$ cat src/rtl/spi_byte_pkg.sv
package spi_byte_pkg;
  localparam int RATE_W = 3;

  typedef struct packed {
    logic lead;
    logic trail;
  } edge_ev_t;

  function automatic logic rate_is_ext(input logic [RATE_W-1:0] code, input int max_code);
    return int'(code) > max_code;
  endfunction
endpackage

$ cat src/rtl/spi_rate_gen.sv
module spi_rate_gen
  import spi_byte_pkg::*;
#(
  parameter int MAX_CODE = 5,
  parameter int EXT_SYNC = 2
) (
  input  logic              clk,
  input  logic              rst_n,
  input  logic              run,
  input  logic [RATE_W-1:0] rate,
  input  logic              ext_clk,
  output logic              tick
);
  localparam int MAX_HALF = 2 << MAX_CODE;
  localparam int CW = $clog2(MAX_HALF) + 1;

  logic [CW-1:0] cnt, half;
  logic [EXT_SYNC:0] ext_sh;
  logic ext_sel, ext_rise, int_tick;

  assign ext_sel  = rate_is_ext(rate, MAX_CODE);
  assign half     = ext_sel ? '0 : (CW'(2) << rate);
  assign ext_rise = ext_sh[EXT_SYNC-1] & ~ext_sh[EXT_SYNC];
  assign int_tick = run && !ext_sel && (cnt == half - 1'b1);
  assign tick     = run && (ext_sel ? ext_rise : int_tick);

  always_ff @(posedge clk or negedge rst_n) begin
    if (!rst_n) begin
      ext_sh <= '0;
      cnt    <= '0;
    end else begin
      ext_sh <= {ext_sh[EXT_SYNC-1:0], ext_clk};
      if (!run || int_tick) cnt <= '0;
      else                  cnt <= cnt + 1'b1;
    end
  end
endmodule

$ cat src/rtl/spi_sck_filter.sv
module spi_sck_filter #(
  parameter int SYNC_LEN   = 2,
  parameter int STABLE_LEN = 3
) (
  input  logic clk,
  input  logic rst_n,
  input  logic pin,
  output logic level,
  output logic rise,
  output logic fall
);
  localparam int CW = $clog2(STABLE_LEN + 1);

  logic [SYNC_LEN-1:0] sync_q;
  logic [CW-1:0] cnt;
  logic raw, accept;

  assign raw    = sync_q[SYNC_LEN-1];
  assign accept = (raw != level) && (cnt == CW'(STABLE_LEN - 1));

  always_ff @(posedge clk or negedge rst_n) begin
    if (!rst_n) begin
      sync_q <= '0;
      cnt    <= '0;
      level  <= 1'b0;
      rise   <= 1'b0;
      fall   <= 1'b0;
    end else begin
      sync_q <= {sync_q[SYNC_LEN-2:0], pin};
      rise   <= accept && raw;
      fall   <= accept && !raw;
      if (raw == level) begin
        cnt <= '0;
      end else if (accept) begin
        level <= raw;
        cnt   <= '0;
      end else begin
        cnt <= cnt + 1'b1;
      end
    end
  end
endmodule

$ cat src/rtl/spi_shift_core.sv
module spi_shift_core
  import spi_byte_pkg::*;
#(
  parameter int W = 8
) (
  input  logic         clk,
  input  logic         rst_n,
  input  logic         en,
  input  logic         master,
  input  logic         edge_sel,
  input  logic         load,
  input  logic [W-1:0] load_data,
  input  logic         tick,
  input  logic         f_rise,
  input  logic         f_fall,
  input  logic         sdi,
  output logic         busy,
  output logic         done,
  output logic [W-1:0] rx_byte,
  output logic         sdo,
  output logic         sck
);
  localparam int CW = $clog2(W);

  logic [W-1:0]  sh;
  logic [CW-1:0] bit_cnt;
  logic          samp, last;
  edge_ev_t      ev;

  always_comb begin
    if (master) begin
      ev.lead  = tick && (sck == edge_sel);
      ev.trail = tick && (sck != edge_sel);
    end else begin
      ev.lead  = edge_sel ? f_fall : f_rise;
      ev.trail = edge_sel ? f_rise : f_fall;
    end
    ev.lead  = ev.lead && busy;
    ev.trail = ev.trail && busy;
  end

  assign last    = (bit_cnt == CW'(W - 1));
  assign done    = ev.trail && last;
  assign rx_byte = {sh[W-2:0], samp};

  always_ff @(posedge clk or negedge rst_n) begin
    if (!rst_n) begin
      busy    <= 1'b0;
      sh      <= '0;
      bit_cnt <= '0;
      samp    <= 1'b0;
      sdo     <= 1'b0;
      sck     <= 1'b0;
    end else if (!en) begin
      busy    <= 1'b0;
      bit_cnt <= '0;
      sck     <= edge_sel;
    end else if (load) begin
      busy    <= 1'b1;
      sh      <= load_data;
      sdo     <= load_data[W-1];
      bit_cnt <= '0;
      sck     <= edge_sel;
    end else if (busy) begin
      if (master && tick) sck <= ~sck;
      if (ev.lead) samp <= sdi;
      if (ev.trail) begin
        sh <= {sh[W-2:0], samp};
        if (last) begin
          busy <= 1'b0;
        end else begin
          bit_cnt <= bit_cnt + 1'b1;
          sdo     <= sh[W-2];
        end
      end
    end else begin
      sck <= edge_sel;
    end
  end
endmodule

$ cat src/rtl/spi_byte_port.sv
module spi_byte_port
  import spi_byte_pkg::*;
#(
  parameter int W          = 8,
  parameter int MAX_CODE   = 5,
  parameter int SYNC_LEN   = 2,
  parameter int STABLE_LEN = 3
) (
  input  logic              clk,
  input  logic              rst_n,
  input  logic              en,
  input  logic              master,
  input  logic              edge_sel,
  input  logic [RATE_W-1:0] rate,
  input  logic              ext_clk,
  input  logic [W-1:0]      tx_data,
  input  logic              tx_valid,
  output logic              tx_ready,
  output logic [W-1:0]      rx_data,
  output logic              rx_valid,
  input  logic              rx_ready,
  output logic              irq,
  input  logic              irq_clr,
  output logic              ovr,
  input  logic              ovr_clr,
  output logic              busy,
  input  logic              sck_i,
  output logic              sck_o,
  output logic              sck_oe,
  input  logic              sdi_i,
  output logic              sdo_o,
  output logic              sdo_oe
);
  logic         load, tick, done_w, f_level, f_rise, f_fall;
  logic [W-1:0] rx_byte;

  assign tx_ready = en && !busy;
  assign load     = tx_valid && tx_ready;
  assign sck_oe   = en && master;
  assign sdo_oe   = en;

  spi_rate_gen #(.MAX_CODE(MAX_CODE), .EXT_SYNC(SYNC_LEN)) u_rate (
    .clk(clk), .rst_n(rst_n), .run(busy && master), .rate(rate),
    .ext_clk(ext_clk), .tick(tick)
  );

  spi_sck_filter #(.SYNC_LEN(SYNC_LEN), .STABLE_LEN(STABLE_LEN)) u_filt (
    .clk(clk), .rst_n(rst_n), .pin(sck_i), .level(f_level),
    .rise(f_rise), .fall(f_fall)
  );

  spi_shift_core #(.W(W)) u_core (
    .clk(clk), .rst_n(rst_n), .en(en), .master(master), .edge_sel(edge_sel),
    .load(load), .load_data(tx_data), .tick(tick), .f_rise(f_rise),
    .f_fall(f_fall), .sdi(sdi_i), .busy(busy), .done(done_w),
    .rx_byte(rx_byte), .sdo(sdo_o), .sck(sck_o)
  );

  always_ff @(posedge clk or negedge rst_n) begin
    if (!rst_n) begin
      rx_data  <= '0;
      rx_valid <= 1'b0;
      irq      <= 1'b0;
      ovr      <= 1'b0;
    end else begin
      if (done_w) begin
        rx_data  <= rx_byte;
        rx_valid <= 1'b1;
      end else if (rx_ready) begin
        rx_valid <= 1'b0;
      end

      if (done_w)       irq <= 1'b1;
      else if (irq_clr) irq <= 1'b0;

      if (done_w && rx_valid && !rx_ready) ovr <= 1'b1;
      else if (ovr_clr)                    ovr <= 1'b0;
    end
  end

  logic unused_level;
  assign unused_level = f_level;
endmodule

$ cat config.mk
export PLATFORM = sky130hd
export DESIGN_NAME = spi_byte_port
export DESIGN_NICKNAME = d
export VERILOG_FILES = /design/src/rtl/spi_byte_pkg.sv /design/src/rtl/spi_rate_gen.sv /design/src/rtl/spi_sck_filter.sv /design/src/rtl/spi_shift_core.sv /design/src/rtl/spi_byte_port.sv
export SDC_FILE = /design/constraint.sdc
export NUM_CORES = 1
export LEC_CHECK = 0
export BUFFER_PORTS_ARGS = -buffer_cell sky130_fd_sc_hd__buf_2
export CAP_MARGIN = 20
export CORE_ASPECT_RATIO = 1.5
export CORE_MARGIN = 2
export CORE_UTILIZATION = 38
export DETAILED_ROUTE_END_ITERATION = 10
export GPL_TIMING_DRIVEN = 0
export PLACE_DENSITY = 0.61
export RECOVER_POWER = 50
export SLEW_MARGIN = 30
export SYNTH_ARGS = -nofsm -noshare
export SYNTH_HDL_FRONTEND = slang
export SYNTH_HIERARCHICAL = 1
export SYNTH_SLANG_ARGS = --single-unit
$ cat constraint.sdc
create_clock -name clk -period 2.9 [get_ports clk]
set_input_delay 0.87 -clock clk [delete_from_list [all_inputs] [get_ports clk]]
set_output_delay 0.87 -clock clk [all_outputs]
set_load 0.01 [all_outputs]
* Yosys cells after proc, flatten, opt, wreduce, memory -nomap -nowiden
Index checks and enable logic that the tools add are counted.
W data, S select, Z words.
** Cells by class
- Muxes and demuxes :: 35
- Order comparisons :: 1
- $add $sub $neg :: 4
- Equal/unequal tests :: 12
- Reductions and logical operators :: 34
- Bitwise logic cells :: 5
- Shift operators :: 1
** Operator list (count)
- $mux W7 :: 5
- $mux W1 :: 22
- $logic_and A1 B1 Y1 :: 18
- $mux W3 :: 5
- $reduce_bool A2 Y1 :: 5
- $reduce_and A4 Y1 :: 2
- $add A7 B1 Y7 const B :: 1
- $eq A7 B7 Y1 :: 1
- $shl A2 B3 Y7 const A :: 1
- $sub A7 B1 Y7 const B :: 1
- $mux W2 :: 3
- $ne A3 B1 Y1 const B :: 2
- $reduce_and A3 Y1 :: 2
- $logic_not A1 Y1 :: 5
- $ne A4 B4 Y1 const B :: 1
- $not A1 Y1 :: 4
- $add A3 B1 Y3 const B :: 1
- $eq A3 B3 Y1 const B :: 1
- $gt A3 B3 Y1 const B :: 1
- $ne A3 B3 Y1 const B :: 1
- $add A2 B1 Y2 const B :: 1
- $eq A1 B1 Y1 :: 2
- $eq A2 B2 Y1 const B :: 1
- $ne A1 B1 Y1 :: 2
- other kinds (4) :: 4
** Storage, ports and cells
- Register bits after elaboration :: 42
- Output and inout bits :: 17
- Bits of input ports :: 23

* Logic depth before layout (Yosys ltp)
Gate-level depths: netlist of run 1.
- Word-level depth :: 14
- Mapped depth :: 14

* Hierarchy
Netlist of run 1, hierarchy kept.
** Modules (own cells, without submodules)
- spi_shift_core :: seq. area each 350.3 um2, times used 1, cells an instance 71, area each 799.5 um2
- spi_rate_gen :: seq. area each 250.2 um2, times used 1, cells an instance 55, area each 575.6 um2
- spi_byte_port :: seq. area each 275.3 um2, times used 1, cells an instance 31, area each 474.2 um2
- spi_sck_filter :: seq. area each 175.2 um2, times used 1, cells an instance 14, area each 240.2 um2

* Least setup slack after synthesis of run 1
No wires, ideal clock.
- Path kind :: input to register
- Start point :: input port rate[2]
- End point :: register rx_data[0]
- Stages :: 12
- Arrival :: 3.640 ns
- Buffers on the path :: 2
- Library setup time :: 0.125 ns
- Slack :: -0.865 ns
- Required time :: 2.775 ns
- Cells stage by stage :: buf_4 -> or3_1 -> ha_1 -> or4b_1 -> o211ai_2 -> xnor2_2 -> o2bb2ai_1 -> nand2_1 -> o22ai_1 -> and3_1 -> buf_6 -> mux2_4
** On the way
- Word-level cells in the longest chain between the ends :: 11
- Elaborated cells between the ends (all ways) :: 14
- Classes of those cells :: add/sub: 1; order compare: 1; eq/ne: 1; shift: 1; mux: 3; reduce/logical: 7
** RTL lines
- start: declaration :: RTL line spi_byte_port.sv:14 : input logic [RATE_W-1:0] rate,
- $gt A3 B3 Y1 / $shl A2 B3 Y7 (equally long branches) :: RTL line spi_byte_pkg.sv:10, spi_rate_gen.sv:22
- $mux W7 :: RTL line spi_rate_gen.sv:22 : assign half = ext_sel ? '0 : (CW'(2) << rate);
- $sub A7 B1 Y7 :: RTL line spi_rate_gen.sv:24 : assign int_tick = run && !ext_sel && (cnt == half - 1'b1);
- $eq A7 B7 Y1 :: RTL line spi_rate_gen.sv:24
- $logic_and A1 B1 Y1 :: RTL line spi_rate_gen.sv:24
- $mux W1 * :: RTL line spi_rate_gen.sv:25 : assign tick = run && (ext_sel ? ext_rise : int_tick);
- $logic_and A1 B1 Y1 * :: RTL line spi_rate_gen.sv:25
- named net tick :: RTL line spi_byte_port.sv:34 : logic load, tick, done_w, f_level, f_rise, f_fall;
- $logic_and A1 B1 Y1 * :: RTL line spi_shift_core.sv:33 : ev.trail = tick && (sck != edge_sel);
- $mux W2 * :: RTL line spi_shift_core.sv:31 : if (master) begin
- $logic_and A1 B1 Y1 * :: RTL line spi_shift_core.sv:39 : ev.trail = ev.trail && busy;
- $logic_and A1 B1 Y1 * :: RTL line spi_shift_core.sv:43 : assign done = ev.trail && last;
- named net done_w :: RTL line spi_byte_port.sv:34
- end signal: assignment :: RTL line spi_byte_port.sv:67 : rx_data <= rx_byte;
- end: declaration :: RTL line spi_byte_port.sv:19 : output logic [W-1:0] rx_data,
The timed path passes the listed nets; every way through them passes the cells marked *.
A chain may end at the register's enable or synchronous reset.

* Final worst setup path of run 1
- Start point :: input port rate[1]
- End point :: register u_core.sh[5]
** On the way
- Word-level cells in the longest chain between the ends :: 12
- Elaborated cells between the ends (all ways) :: 15
- Classes of those cells :: add/sub: 1; order compare: 1; eq/ne: 1; shift: 1; mux: 3; reduce/logical: 8
** RTL lines
- $gt A3 B3 Y1 / $shl A2 B3 Y7 (equally long branches) :: RTL line spi_byte_pkg.sv:10, spi_rate_gen.sv:22
- $mux W7 :: RTL line spi_rate_gen.sv:22
- $sub A7 B1 Y7 :: RTL line spi_rate_gen.sv:24
- $eq A7 B7 Y1 :: RTL line spi_rate_gen.sv:24
- $logic_and A1 B1 Y1 :: RTL line spi_rate_gen.sv:24
- $mux W1 * :: RTL line spi_rate_gen.sv:25
- $logic_and A1 B1 Y1 * :: RTL line spi_rate_gen.sv:25
- named net tick :: RTL line spi_byte_port.sv:34
- $logic_and A1 B1 Y1 * :: RTL line spi_shift_core.sv:33
- $mux W2 * :: RTL line spi_shift_core.sv:31
- $logic_and A1 B1 Y1 * :: RTL line spi_shift_core.sv:39
- $reduce_bool A2 Y1 (no line) *
- $reduce_and A3 Y1 (no line) *
- end signal: assignment :: RTL line spi_shift_core.sv:60 : sh <= load_data;
- end signal: assignment :: RTL line spi_shift_core.sv:68 : sh <= {sh[W-2:0], samp};
- end: declaration :: RTL line spi_shift_core.sv:25 : logic [W-1:0] sh;
Marked as above.

==> results of run 1 <==
synth_stat cells (2+ instances only):
master                     count
sky130_fd_sc_hd__dfrtp_1      42
sky130_fd_sc_hd__mux2_2       16
sky130_fd_sc_hd__nand2_1       9
sky130_fd_sc_hd__mux2_4        8
sky130_fd_sc_hd__xnor2_1       8
sky130_fd_sc_hd__a211oi_1      7
sky130_fd_sc_hd__nand3_1       6
sky130_fd_sc_hd__nor2_1        6
sky130_fd_sc_hd__a21oi_1       5
sky130_fd_sc_hd__inv_1         5
sky130_fd_sc_hd__xor2_1        5
sky130_fd_sc_hd__ha_1          4
sky130_fd_sc_hd__nor2b_1       4
sky130_fd_sc_hd__o21ai_0       4
sky130_fd_sc_hd__and2_1        3
sky130_fd_sc_hd__buf_4         3
sky130_fd_sc_hd__nor3_1        3
sky130_fd_sc_hd__nor3b_1       3
sky130_fd_sc_hd__o22ai_1       3
sky130_fd_sc_hd__a21o_2        2
sky130_fd_sc_hd__a31oi_1       2
sky130_fd_sc_hd__and3_1        2
sky130_fd_sc_hd__buf_2         2
sky130_fd_sc_hd__buf_6         2
sky130_fd_sc_hd__mux2i_1       2
sky130_fd_sc_hd__nand2b_1      2
metrics by stage:
stage / TNS (ps) / worst slack [ps]
after floorplan: -11050 / -629
after global placement: -19580 / -1000
after detailed placement: -19640 / -998
after CTS: -5230 / -309
after global routing: -6430 / -328
final: -5310 / -285
final timing paths:
| check | startpoint | endpoint | slack [ps] | cells past startpoint |
|---|---|---|---|---|
| setup / recovery | rate[1] | u_core/sh[5] | -280 | 12 |
| hold / removal | u_rate/ext_sh[0] | u_rate/ext_sh[1] | 350 | 0 |
| setup reg to reg | u_core/busy | u_core/sh[5] | 430 | 11 |
| hold reg to reg | u_rate/ext_sh[0] | u_rate/ext_sh[1] | 350 | 0 |
| max in group asynchronous | rst_n | u_rate/cnt[6] | 1520 | 1 |
| min in group asynchronous | rst_n | rx_data[5] | 750 | 1 |
registers in the layout (all words and copies together), names as in the netlist:
| name | flops |
|---|---|
| irq | 1 |
| ovr | 1 |
| rx_data | 8 |
| rx_valid | 1 |
| u_core/bit_cnt | 3 |
| u_core/busy | 1 |
| u_core/samp | 1 |
| u_core/sck | 1 |
| u_core/sdo | 1 |
| u_core/sh | 7 |
| u_filt/cnt | 2 |
| u_filt/fall | 1 |
| u_filt/level | 1 |
| u_filt/rise | 1 |
| u_filt/sync_q | 2 |
| u_rate/cnt | 7 |
| u_rate/ext_sh | 3 |
metal layers:
layer  track usage  wire, um  up-vias
li1              -         -      730
met1         0.178      1760      741
met2         0.250      2160       41
met3        0.0405       208        7
met4        0.0603        64        0
met5             0         0        -
worst max-delay path: cells and delay by family:
kind            cells  cell delay (ps)
simple gates        3              990
compound gates      4              620
mux                 1              290
buf+inv             2              240
fa+ha+maj           1              180
xor+xnor            1              150
power by group:
part	internal (mW)	total [mW]	leakage [nW]	switching [mW]
logic	0.167	0.273	0.697	0.106
clock network	0.275	0.463	0.0573	0.188
registers	0.655	0.712	0.559	0.0568
total	1.10	1.45	1.31	0.351
cell usage in the layout, fill, tap and decap left out, drive strengths merged, types with 4 or more instances in the layout:
master  synthesis  final
buf             7     61
dfrtp          42     42
mux2           24     24
xnor2           9      9
nand2           9      9
clkbuf          0      8
a211oi          7      7
nand3           6      6
nor2            6      6
inv             5      5
xor2            5      5
a21oi           5      5
o21ai           5      5
nor2b           4      4
ha              4      4
nor3b           4      4
cells by family (layout without fill, tap and decap cells):
family,Yosys count,count (layout),share of synthesized area
compound gates,28,28,0.0976
flops,42,42,0.503
simple gates,45,45,0.125
buf+inv,12,75,0.0353
fa+ha+maj,4,4,0.0240
xor+xnor,14,14,0.0623
mux,26,26,0.153
final cells by class:
class	count	area (um2)
Buffer	7	73.8
Clock buffer	6	82.6
Clock inverter	1	30.0
Fill cell	486	2550
Inverter	5	18.8
Multi-Input combinational cell	117	1090
Sequential cell	42	1050
Tap cell	70	87.6
Timing Repair Buffer	56	383
timing repair:
| item | CTS | global route |
|---|---|---|
| cloned | 0 | 0 |
| endpoints found under the setup margin | 24 | 24 |
| resized for setup | 20 | 13 |
| pin swaps | 14 | 10 |
| setup buffers | 14 | 5 |
==> flow_summary.rst, run 1 <==
.. list-table::
   :header-rows: 1

   * - Metric
     - Value
   * - Run status
     - finished, violations left
   * - Violations in the final reports
     - setup timing
   * - Wire length of the first global-routing pass
     - about 7 mm
   * - Max transition margin
     - 0.314
   * - DIE WIDTH
     - 64.5 um
   * - Post-synthesis register bit count
     - 42
   * - Share of the yosys chip area belonging to registers
     - 0.503
   * - Number of antenna violations at the first check in global routing
     - 0
   * - Final layout net count
     - roughly 260
   * - Static Leakage
     - about 1.3 nW
   * - DIE AREA
     - between 0.006 and 0.007 mm2
   * - Final worst hold slack
     - 351 ps
   * - Library cell occupying the most area in the post-synthesis netlist
     - sky130_fd_sc_hd__dfrtp_1
   * - Number of max-cap violations
     - 0
   * - Total Routing Usage GR
     - 0.148
   * - Post-synthesis area per instance
     - 12.2 um2
   * - Share of the synthesized area in the top cell type
     - 0.503
   * - Final setup violation count
     - 24
   * - Endpoint type of the worst setup path
     - flop
   * - Post-detailed-route count of antenna-violating nets
     - 0
   * - Congestion Overflow GR
     - 0
   * - Insertion delay to the later sink of the worst-skew pair
     - 280 ps
   * - Cell Rows
     - 33
   * - Share of the core filled with cells
     - 0.525
   * - Worst voltage drop across the vdd grid
     - around 330 uV
   * - TritonCTS clock tree
     - done
   * - Post-Route WL
     - 4.19 mm
   * - Number of pins with negative max-slew slack in the final report
     - 0
   * - Largest stage delay on the critical path
     - 490 ps
   * - H-Tree Depth
     - 2
   * - Critical setup path kind
     - in -> reg
   * - IO Count
     - 40
   * - Clock period minus worst slack
     - about 3200 ps
   * - Worst EP arrival
     - 3360 ps
   * - Number of warnings reported in the yosys synthesis log
     - 6
   * - Crit-path slowest cell
     - sky130_fd_sc_hd__or4b_4
   * - Number of buffer cells added on primary ports
     - 37
   * - Post-Syn Instances
     - ~170
   * - Top achievable clock speed
     - ~310 MHz
   * - Total half-perimeter wirelength after legalization and detailed placement
     - 2.86 mm
   * - Worst EP required
     - approximately 3100 ps
   * - Final critical-path setup slack
     - -285 ps
   * - Via count of the routed design
     - 1,519
   * - Number of buffers added by the clock tree synthesis step
     - 5
   * - Clock slew at reported path FFs
     - ~80 ps
   * - Total core area
     - 0.00537 mm2
   * - Slew @ Worst Pin
     - 1030 ps
   * - Post-route total power
     - 1.45 mW
   * - TritonCTS sink count
     - 42
   * - Root buffer cell
     - sky130_fd_sc_hd__clkbuf_8
   * - Combined area of all synthesized cells
     - 0.00209 mm2
   * - Part of the cycle the worst path needs
     - 1.10
   * - Average wire length per cell after detail routing
     - 13.8 um
   * - Post-synth top flop
     - sky130_fd_sc_hd__dfrtp_1
   * - Hold_buf cts
     - 0
   * - Post-synthesis cell type count
     - 39
   * - Total placed cells including tap cells
     - between 200 and 300
   * - Number of detailed-routing iterations run before antenna repair
     - 4
   * - Vias in the first global route
     - ~1.6k
   * - Power density normalized to cell area
     - ~500 mW/mm2
   * - Starting density of the core
     - 0.389
   * - Count of final hold-check violations
     - 0
   * - Fraction of registers with async set/reset
     - 1.00
   * - Deepest clock path buffer count
     - 2
   * - Layout-stage area growth over the synthesis result
     - 35.0%
   * - Final weighted congestion in routability-driven placement
     - 0.787
   * - Critical-path cell list
     - buf_8 > or3_4 > ha_4 > or4b_4 > o211ai_4 > xnor2_2 > o2bb2ai_2 > nand2_2 > o22a_4 > o21ai_4 > buf_6 > mux2_4
   * - Drt first-iter violations
     - 29
   * - Number of diodes
     - 0
   * - Synth top area cells
     - sky130_fd_sc_hd__dfrtp_1 (50%), sky130_fd_sc_hd__mux2_2 (8.6%), sky130_fd_sc_hd__mux2_4 (5.7%), sky130_fd_sc_hd__xnor2_1 (3.4%), sky130_fd_sc_hd__a211oi_1 (2.5%)
   * - Setup crit start kind
     - input pin
   * - Finished Layout Cells
     - 304
   * - Vert. Die Dim
     - about 95 um
   * - Fraction of final layout cells with drive strength greater than 1
     - 0.496
   * - Placed cell areas
     - 0.00242 mm2
   * - RSZ-0062 raised after global routing
     - yes
   * - Mapped Nets
     - roughly 200
   * - Worst clock skew
     - 4.07 ps
   * - Drt drc
     - 0
   * - Layout Cell Area excl Fill
     - 0.00282 mm2
   * - Vias per inst
     - 5.00
   * - Worst-path maximum fanout
     - 3
   * - Pin count of the biggest net entering global routing
     - 43
   * - Number of enable flip-flop cells after synthesis
     - 0
   * - Type of the most critical hold path
     - reg -> reg
(Power assumes the default switching activity.)
==> inputs of run 2 (changes only) <==
Settings changed: BUFFER_PORTS_ARGS -buffer_cell sky130_fd_sc_hd__buf_2 to unset, DONT_BUFFER_PORTS set to 1, PLACE_DENSITY 0.61 to 0.55.
==> flow_summary.rst, run 2 (synthesis results as in run 1) <==
.. list-table::
   :header-rows: 1

   * - Metric
     - Value
   * - Run status
     - finished, violations left
   * - Violations in the final reports
     - setup timing
   * - Power density normalized to cell area
     - 561 mW/mm2
   * - Int Pwr
     - 1.07 mW
   * - Final layout net count
     - 217
   * - TritonCTS clock tree
     - done
   * - Total core area
     - 0.00537 mm2
   * - Setup crit start kind
     - input pin
   * - DIE AREA
     - 0.00612 mm2
   * - Number of antenna violations at the first check in global routing
     - 0
   * - Starting density of the core
     - 0.389
   * - Worst EP required
     - 3080 ps
   * - Final setup violation count
     - 20
   * - Largest register FFs
     - 8
   * - Top register by number of flip-flops
     - rx_data
   * - Post-detailed-route count of antenna-violating nets
     - 0
   * - Average wire length per cell after detail routing
     - between 15 and 20 um
   * - Insertion delay to the later sink of the worst-skew pair
     - between 200 and 300 ps
   * - DIE WIDTH
     - 64.5 um
   * - Number of diodes
     - 0
   * - Slew @ Worst Pin
     - just over 400 ps
   * - Worst EP arrival
     - 3290 ps
   * - Final critical-path setup slack
     - -207 ps
   * - Clock slew at reported path FFs
     - 80 ps
   * - Root buffer cell
     - sky130_fd_sc_hd__clkbuf_8
   * - Setup TNS
     - -3390 ps
   * - Worst R2R End
     - u_core/sh[0]
   * - Max transition margin
     - 0.715
   * - Vias per inst
     - 5.23
   * - TritonCTS sink count
     - 42
   * - Switching power summed over all nets
     - 0.347 mW
   * - Type of the most critical hold path
     - in -> async
   * - Number of detailed-routing iterations run before antenna repair
     - 4
   * - Deepest clock path buffer count
     - 2
   * - Fraction of final layout cells with drive strength greater than 1
     - 0.356
   * - Combinational group share of total power
     - 0.168
   * - Critical Path Source
     - rate[2]
   * - Congestion Overflow GR
     - 0
   * - RSZ-0062 raised after global routing
     - yes
   * - Clock Power Share
     - 0.322
   * - Depth of the worst register-to-register path
     - 11
   * - Critical setup path kind
     - in -> reg
   * - Number of buffers added by the clock tree synthesis step
     - 5
   * - Vert. Die Dim
     - 94.8 um
   * - Switching part of the total power
     - 0.245
   * - Top achievable clock speed
     - 322 MHz
   * - Drt drc
     - 0
   * - Vias in the first global route
     - between 1.5k and 2k
   * - Final weighted congestion in routability-driven placement
     - 0.796
   * - Worst voltage drop across the vdd grid
     - approximately 350 uV
   * - Via count of the routed design
     - ~1.4k
   * - Layout-stage area growth over the synthesis result
     - 20.7%
   * - Number of max-cap violations
     - 0
   * - Number of buffer cells added on primary ports
     - 0
   * - Drt first-iter violations
     - 39
   * - Static Leakage
     - 1.10 nW
   * - Sequential group share of total power
     - 0.509
   * - Count of final hold-check violations
     - 0
   * - Total Routing Usage GR
     - 0.153
   * - Endpoint type of the worst setup path
     - flop
   * - Worst-path maximum fanout
     - 7
   * - Cell Rows
     - 33
   * - Post-Route WL
     - 4.13 mm
   * - Part of the cycle the worst path needs
     - 1.07
   * - Hold_buf cts
     - 0
   * - Worst clock skew
     - 6.02 ps
   * - Number of pins with negative max-slew slack in the final report
     - 0
   * - Clock period minus worst slack
     - 3110 ps
   * - Wire length of the first global-routing pass
     - 7.25 mm
   * - H-Tree Depth
     - 2
   * - Post-route total power
     - around 1.4 mW
   * - Pin count of the biggest net entering global routing
     - 43
   * - Total half-perimeter wirelength after legalization and detailed placement
     - 2.90 mm
   * - Highest-count cells in the layout ignoring fill and taps
     - sky130_fd_sc_hd__dfrtp_1 (42), sky130_fd_sc_hd__mux2_4 (16), sky130_fd_sc_hd__buf_4 (11)
   * - Reg2Reg Launch Point
     - u_core/busy
   * - Largest registers
     - rx_data: 8 flops, u_core/sh: 7 flops, u_rate/cnt: 7 flops
   * - IO Count
     - 40
   * - Finished Layout Cells
     - 261
   * - Final worst hold slack
     - 266 ps
   * - Termination of the worst setup path
     - u_core/sh[0]
   * - R2r setup slk
     - 360 ps
   * - Most frequent standard cell in the layout excluding fill and tap cells
     - sky130_fd_sc_hd__dfrtp_1
   * - Total placed cells including tap cells
     - ~240
-- run 2: timing repair --
item / in CTS / in global routing
pin swaps: 5 / 6
setup buffers: 11 / 1
gates resized for setup: 8 / 6
setup endpoints to repair: 24 / 23
-- run 2: through the flow --
step	utilization	cell area (um2)	worst slack, ps
after floorplan	-	2150	-629
final	0.470	2520	-207
after detailed placement	0.417	2240	-902
after global routing	0.470	2520	-250
after global placement	0.417	2240	-873
after CTS	0.463	2480	-197
-- run 2: power groups by stage --
| stage | clock network, mW | logic, mW | registers [mW] |
|---|---|---|---|
| floorplan | 0 | 0.193 | 0.712 |
| global placement | 0 | 0.211 | 0.727 |
| CTS | 0.475 | 0.233 | 0.722 |
| global route | 0.505 | 0.258 | 0.734 |
| detailed placement | 0 | 0.217 | 0.732 |
| finish | 0.456 | 0.238 | 0.721 |
-- run 2: final cells by class --
class	count	area (um2)
fill	525	2850
multi-input combinational	117	1070
sequential	42	1050
timing repair buffer	12	110
tap	70	87.6
clock buffer	6	72.6
buffer	7	71.3
clock inverter	2	37.5
inverter	5	18.8
-- run 2: worst min-delay path by stage --
stage,startpoint,endpoint,slack [ps],depth (start not counted)
final,rst_n,rx_data[1],270,0
after global routing,rst_n,rx_data[1],240,0
after CTS,rst_n,u_filt/sync_q[0],250,0
after floorplan,u_filt/sync_q[0],u_filt/sync_q[1],330,0
after global placement,u_filt/sync_q[0],u_filt/sync_q[1],340,0
after detailed placement,u_rate/ext_sh[0],u_rate/ext_sh[1],340,0
-- run 2: worst max-delay path, stage by stage --
cell	delay [ps]
sky130_fd_sc_hd__buf_8	90
sky130_fd_sc_hd__or3_4	340
sky130_fd_sc_hd__ha_4	180
sky130_fd_sc_hd__or4b_4	490
sky130_fd_sc_hd__o211ai_4	110
sky130_fd_sc_hd__xnor2_2	160
sky130_fd_sc_hd__o2bb2ai_2	130
sky130_fd_sc_hd__nand2_2	110
sky130_fd_sc_hd__o22a_4	210
sky130_fd_sc_hd__o21ai_4	140
sky130_fd_sc_hd__buf_12	150
sky130_fd_sc_hd__mux2_4	300
-- run 2: routing by layer --
| layer | part of all wire | global-route usage |
|---|---|---|
| met5 | 0 | 0 |
| met4 | 0.012 | 0.0479 |
| met3 | 0.051 | 0.0465 |
| met2 | 0.53 | 0.278 |
| met1 | 0.40 | 0.171 |
==> inputs of run 3 (changes only) <==
--- a/config.mk
+++ b/config.mk
@@ -20,2 +20,3 @@
 export SYNTH_HIERARCHICAL = 1
 export SYNTH_SLANG_ARGS = --single-unit
+export TNS_END_PERCENT = 20
==> constraint.sdc (replaced) <==
create_clock -name clk -period 2.9 [get_ports clk]
set_input_delay 0.435 -clock clk [delete_from_list [all_inputs] [get_ports clk]]
set_output_delay 0.435 -clock clk [all_outputs]
set_load 0.01 [all_outputs]
==> flow_summary.rst, run 3 (synthesis results as in run 1) <==
.. list-table::
   :header-rows: 1

   * - Metric
     - Value
   * - Vias in the first global route
     - 1,452
   * - Final layout net count
     - 210
   * - Deepest clock path buffer count
     - 2
   * - Type of the most critical hold path
     - in -> reg
   * - Slew @ Worst Pin
     - 1800 ps
   * - Top achievable clock speed
     - 352 MHz
   * - Fraction of final layout cells with drive strength greater than 1
     - 0.299
   * - Pin count of the biggest net entering global routing
     - 43
   * - Largest register FFs
     - 8
   * - Setup TNS
     - 0 ps
   * - Power density normalized to cell area
     - 537 mW/mm2
   * - Number of buffer cells added on primary ports
     - 0
   * - Max transition margin
     - -0.201
   * - Total core area
     - 0.00537 mm2
   * - TritonCTS sink count
     - 42
   * - Post-route total power
     - 1.28 mW
   * - Largest registers
     - rx_data: 8 flops, u_core/sh: 7 flops, u_rate/cnt: 7 flops
   * - Number of detailed-routing iterations run before antenna repair
     - 4
   * - Clock slew at reported path FFs
     - 80 ps
   * - Worst voltage drop across the vdd grid
     - 450 uV
   * - Insertion delay to the later sink of the worst-skew pair
     - 290 ps
   * - Cell count of the worst hold path
     - 0
   * - Worst clock skew
     - slightly above 7 ps
   * - Congestion Overflow GR
     - 0
   * - Starting density of the core
     - 0.389
   * - Largest stage delay on the critical path
     - 490 ps
   * - Drt drc
     - 0
   * - Worst EP arrival
     - 3010 ps
   * - Layout-stage area growth over the synthesis result
     - 14.3%
   * - Number of buffers added by the clock tree synthesis step
     - 5
   * - Drt first-iter violations
     - between 40 and 50
   * - Number of max-cap violations
     - 1
   * - Depth of the worst register-to-register path
     - 10
   * - Worst R2R End
     - u_core/sh[5]
   * - Clock period minus worst slack
     - about 2800 ps
   * - Worst EP required
     - 3070 ps
   * - H-Tree Depth
     - 2
   * - TritonCTS clock tree
     - done
   * - DIE WIDTH
     - roughly 65 um
   * - IO Count
     - 40
   * - Post-Route WL
     - 3.94 mm
   * - Worst-path maximum fanout
     - 9
   * - Startpoint of the tightest hold check path
     - sck_i
   * - Part of the cycle the worst path needs
     - 0.980
   * - Number of diodes
     - 0
   * - Final setup violation count
     - 0
   * - Vias per inst
     - 5.24
   * - Number of antenna violations at the first check in global routing
     - 0
   * - Final critical-path setup slack
     - 58.2 ps
   * - Crit-path slowest cell
     - sky130_fd_sc_hd__or4b_4
   * - Cell Rows
     - 33
   * - Placed cell areas
     - 0.00222 mm2
   * - Root buffer cell
     - sky130_fd_sc_hd__clkbuf_8
   * - Layout Cell Area excl Fill
     - 0.00239 mm2
   * - Number of pins with negative max-slew slack in the final report
     - 43
   * - Via count of the routed design
     - 1,331
   * - Wire length of the first global-routing pass
     - 6.82 mm
   * - Setup crit start kind
     - input pin
   * - Total Routing Usage GR
     - 0.145
   * - Most frequent standard cell in the layout excluding fill and tap cells
     - sky130_fd_sc_hd__dfrtp_1
   * - Run status
     - finished, violations left
   * - Static Leakage
     - around 1.0 nW
   * - RSZ-0062 raised after global routing
     - yes
   * - Count of final hold-check violations
     - 0
   * - Highest-count cells in the layout ignoring fill and taps
     - sky130_fd_sc_hd__dfrtp_1 (42), sky130_fd_sc_hd__mux2_2 (16), sky130_fd_sc_hd__mux2_4 (8), sky130_fd_sc_hd__xnor2_1 (8), sky130_fd_sc_hd__nand2_1 (8)
   * - Top register by number of flip-flops
     - rx_data
   * - Vert. Die Dim
     - about 95 um
   * - Post-detailed-route count of antenna-violating nets
     - 0
   * - Placement-stage worst setup slack
     - -483 ps
   * - Final worst hold slack
     - 169 ps
   * - Final weighted congestion in routability-driven placement
     - 0.763
   * - Average wire length per cell after detail routing
     - ~16 um
   * - Critical-path cell list
     - buf_8 > or3_4 > ha_4 > or4b_4 > o211ai_4 > xnor2_4 > o2bb2ai_2 > nand2_2 > o22a_4 > o21ai_4 > mux2_2
   * - Violations in the final reports
     - capacitance limit, slew limit
   * - Critical setup path kind
     - in -> reg
   * - DIE AREA
     - 0.00612 mm2
   * - Worst hold endpoint
     - u_filt/sync_q[0]
   * - Endpoint type of the worst setup path
     - flop
   * - R2r setup slk
     - 280 ps
   * - Total half-perimeter wirelength after legalization and detailed placement
     - 2.88 mm
   * - Reg2Reg Launch Point
     - u_core/busy
==> run 3: layout make-up <==
| type | instances | area (um2) |
|---|---|---|
| repair buffers | 5 | 45.0 |
| multi-input cells | 117 | 1030 |
| clock buffers | 6 | 72.6 |
| flip-flops and latches | 42 | 1050 |
| well taps | 70 | 87.6 |
| fillers | 537 | 2980 |
| inverters | 5 | 18.8 |
| plain buffers | 7 | 66.3 |
| clock inverters | 2 | 13.8 |
==> run 3: worst max-delay path by stage <==
| stage | startpoint | end | slack (ps) | cells after the start |
|---|---|---|---|---|
| 5_1_grt | rate[2] | u_core/sh[6] | -10 | 11 |
| 3_3_place_gp | rate[2] | rx_data[2] | -490 | 12 |
| 2_1_floorplan | rate[2] | rx_data[0] | -200 | 12 |
| 3_5_place_dp | rate[2] | rx_data[3] | -480 | 12 |
| 6_report | rate[2] | u_core/sh[5] | 60 | 11 |
| 4_1_cts | rate[2] | u_core/sh[6] | 10 | 11 |
==> run 3: what timing repair did <==
| action | in CTS | in global routing |
|---|---|---|
| cloned | 0 | 0 |
| endpoints found under the hold margin | 42 | 0 |
| hold buffers | 2 | 0 |
| endpoints found under the setup margin | 15 | 7 |
| pin swaps | 2 | 3 |
| resized for setup | 3 | 4 |
| buffers inserted | 1 | 2 |
==> run 3: where the power goes <==
part           internal, mW  switching [mW]
registers             0.655          0.0573
logic                 0.124          0.0844
clock network         0.170           0.191
total                 0.949           0.333
==> run 3: stage by stage <==
step,std cells,utilization
final,254,0.445
after global routing,254,0.445
after global placement,241,0.413
after floorplan,171,-
after detailed placement,241,0.413
after CTS,252,0.439
==> run 3: worst max-delay path: cells and delay by family <==
family                   cells  cell delay, ps
AO/OA/AOI/OAI                4             780
XOR/XNOR                     1             170
adder cells (fa/ha/maj)      1             180
buffers and inverters        1             110
multiplexers                 1             370
AND/OR/NAND/NOR              3             950
==> run 3: routing by layer <==
metal / wire [um] / GRT usage
met5: 0 / 0
met4: 76 / 0.0638
met3: 280 / 0.0513
met2: 2100 / 0.254
met1: 1480 / 0.157
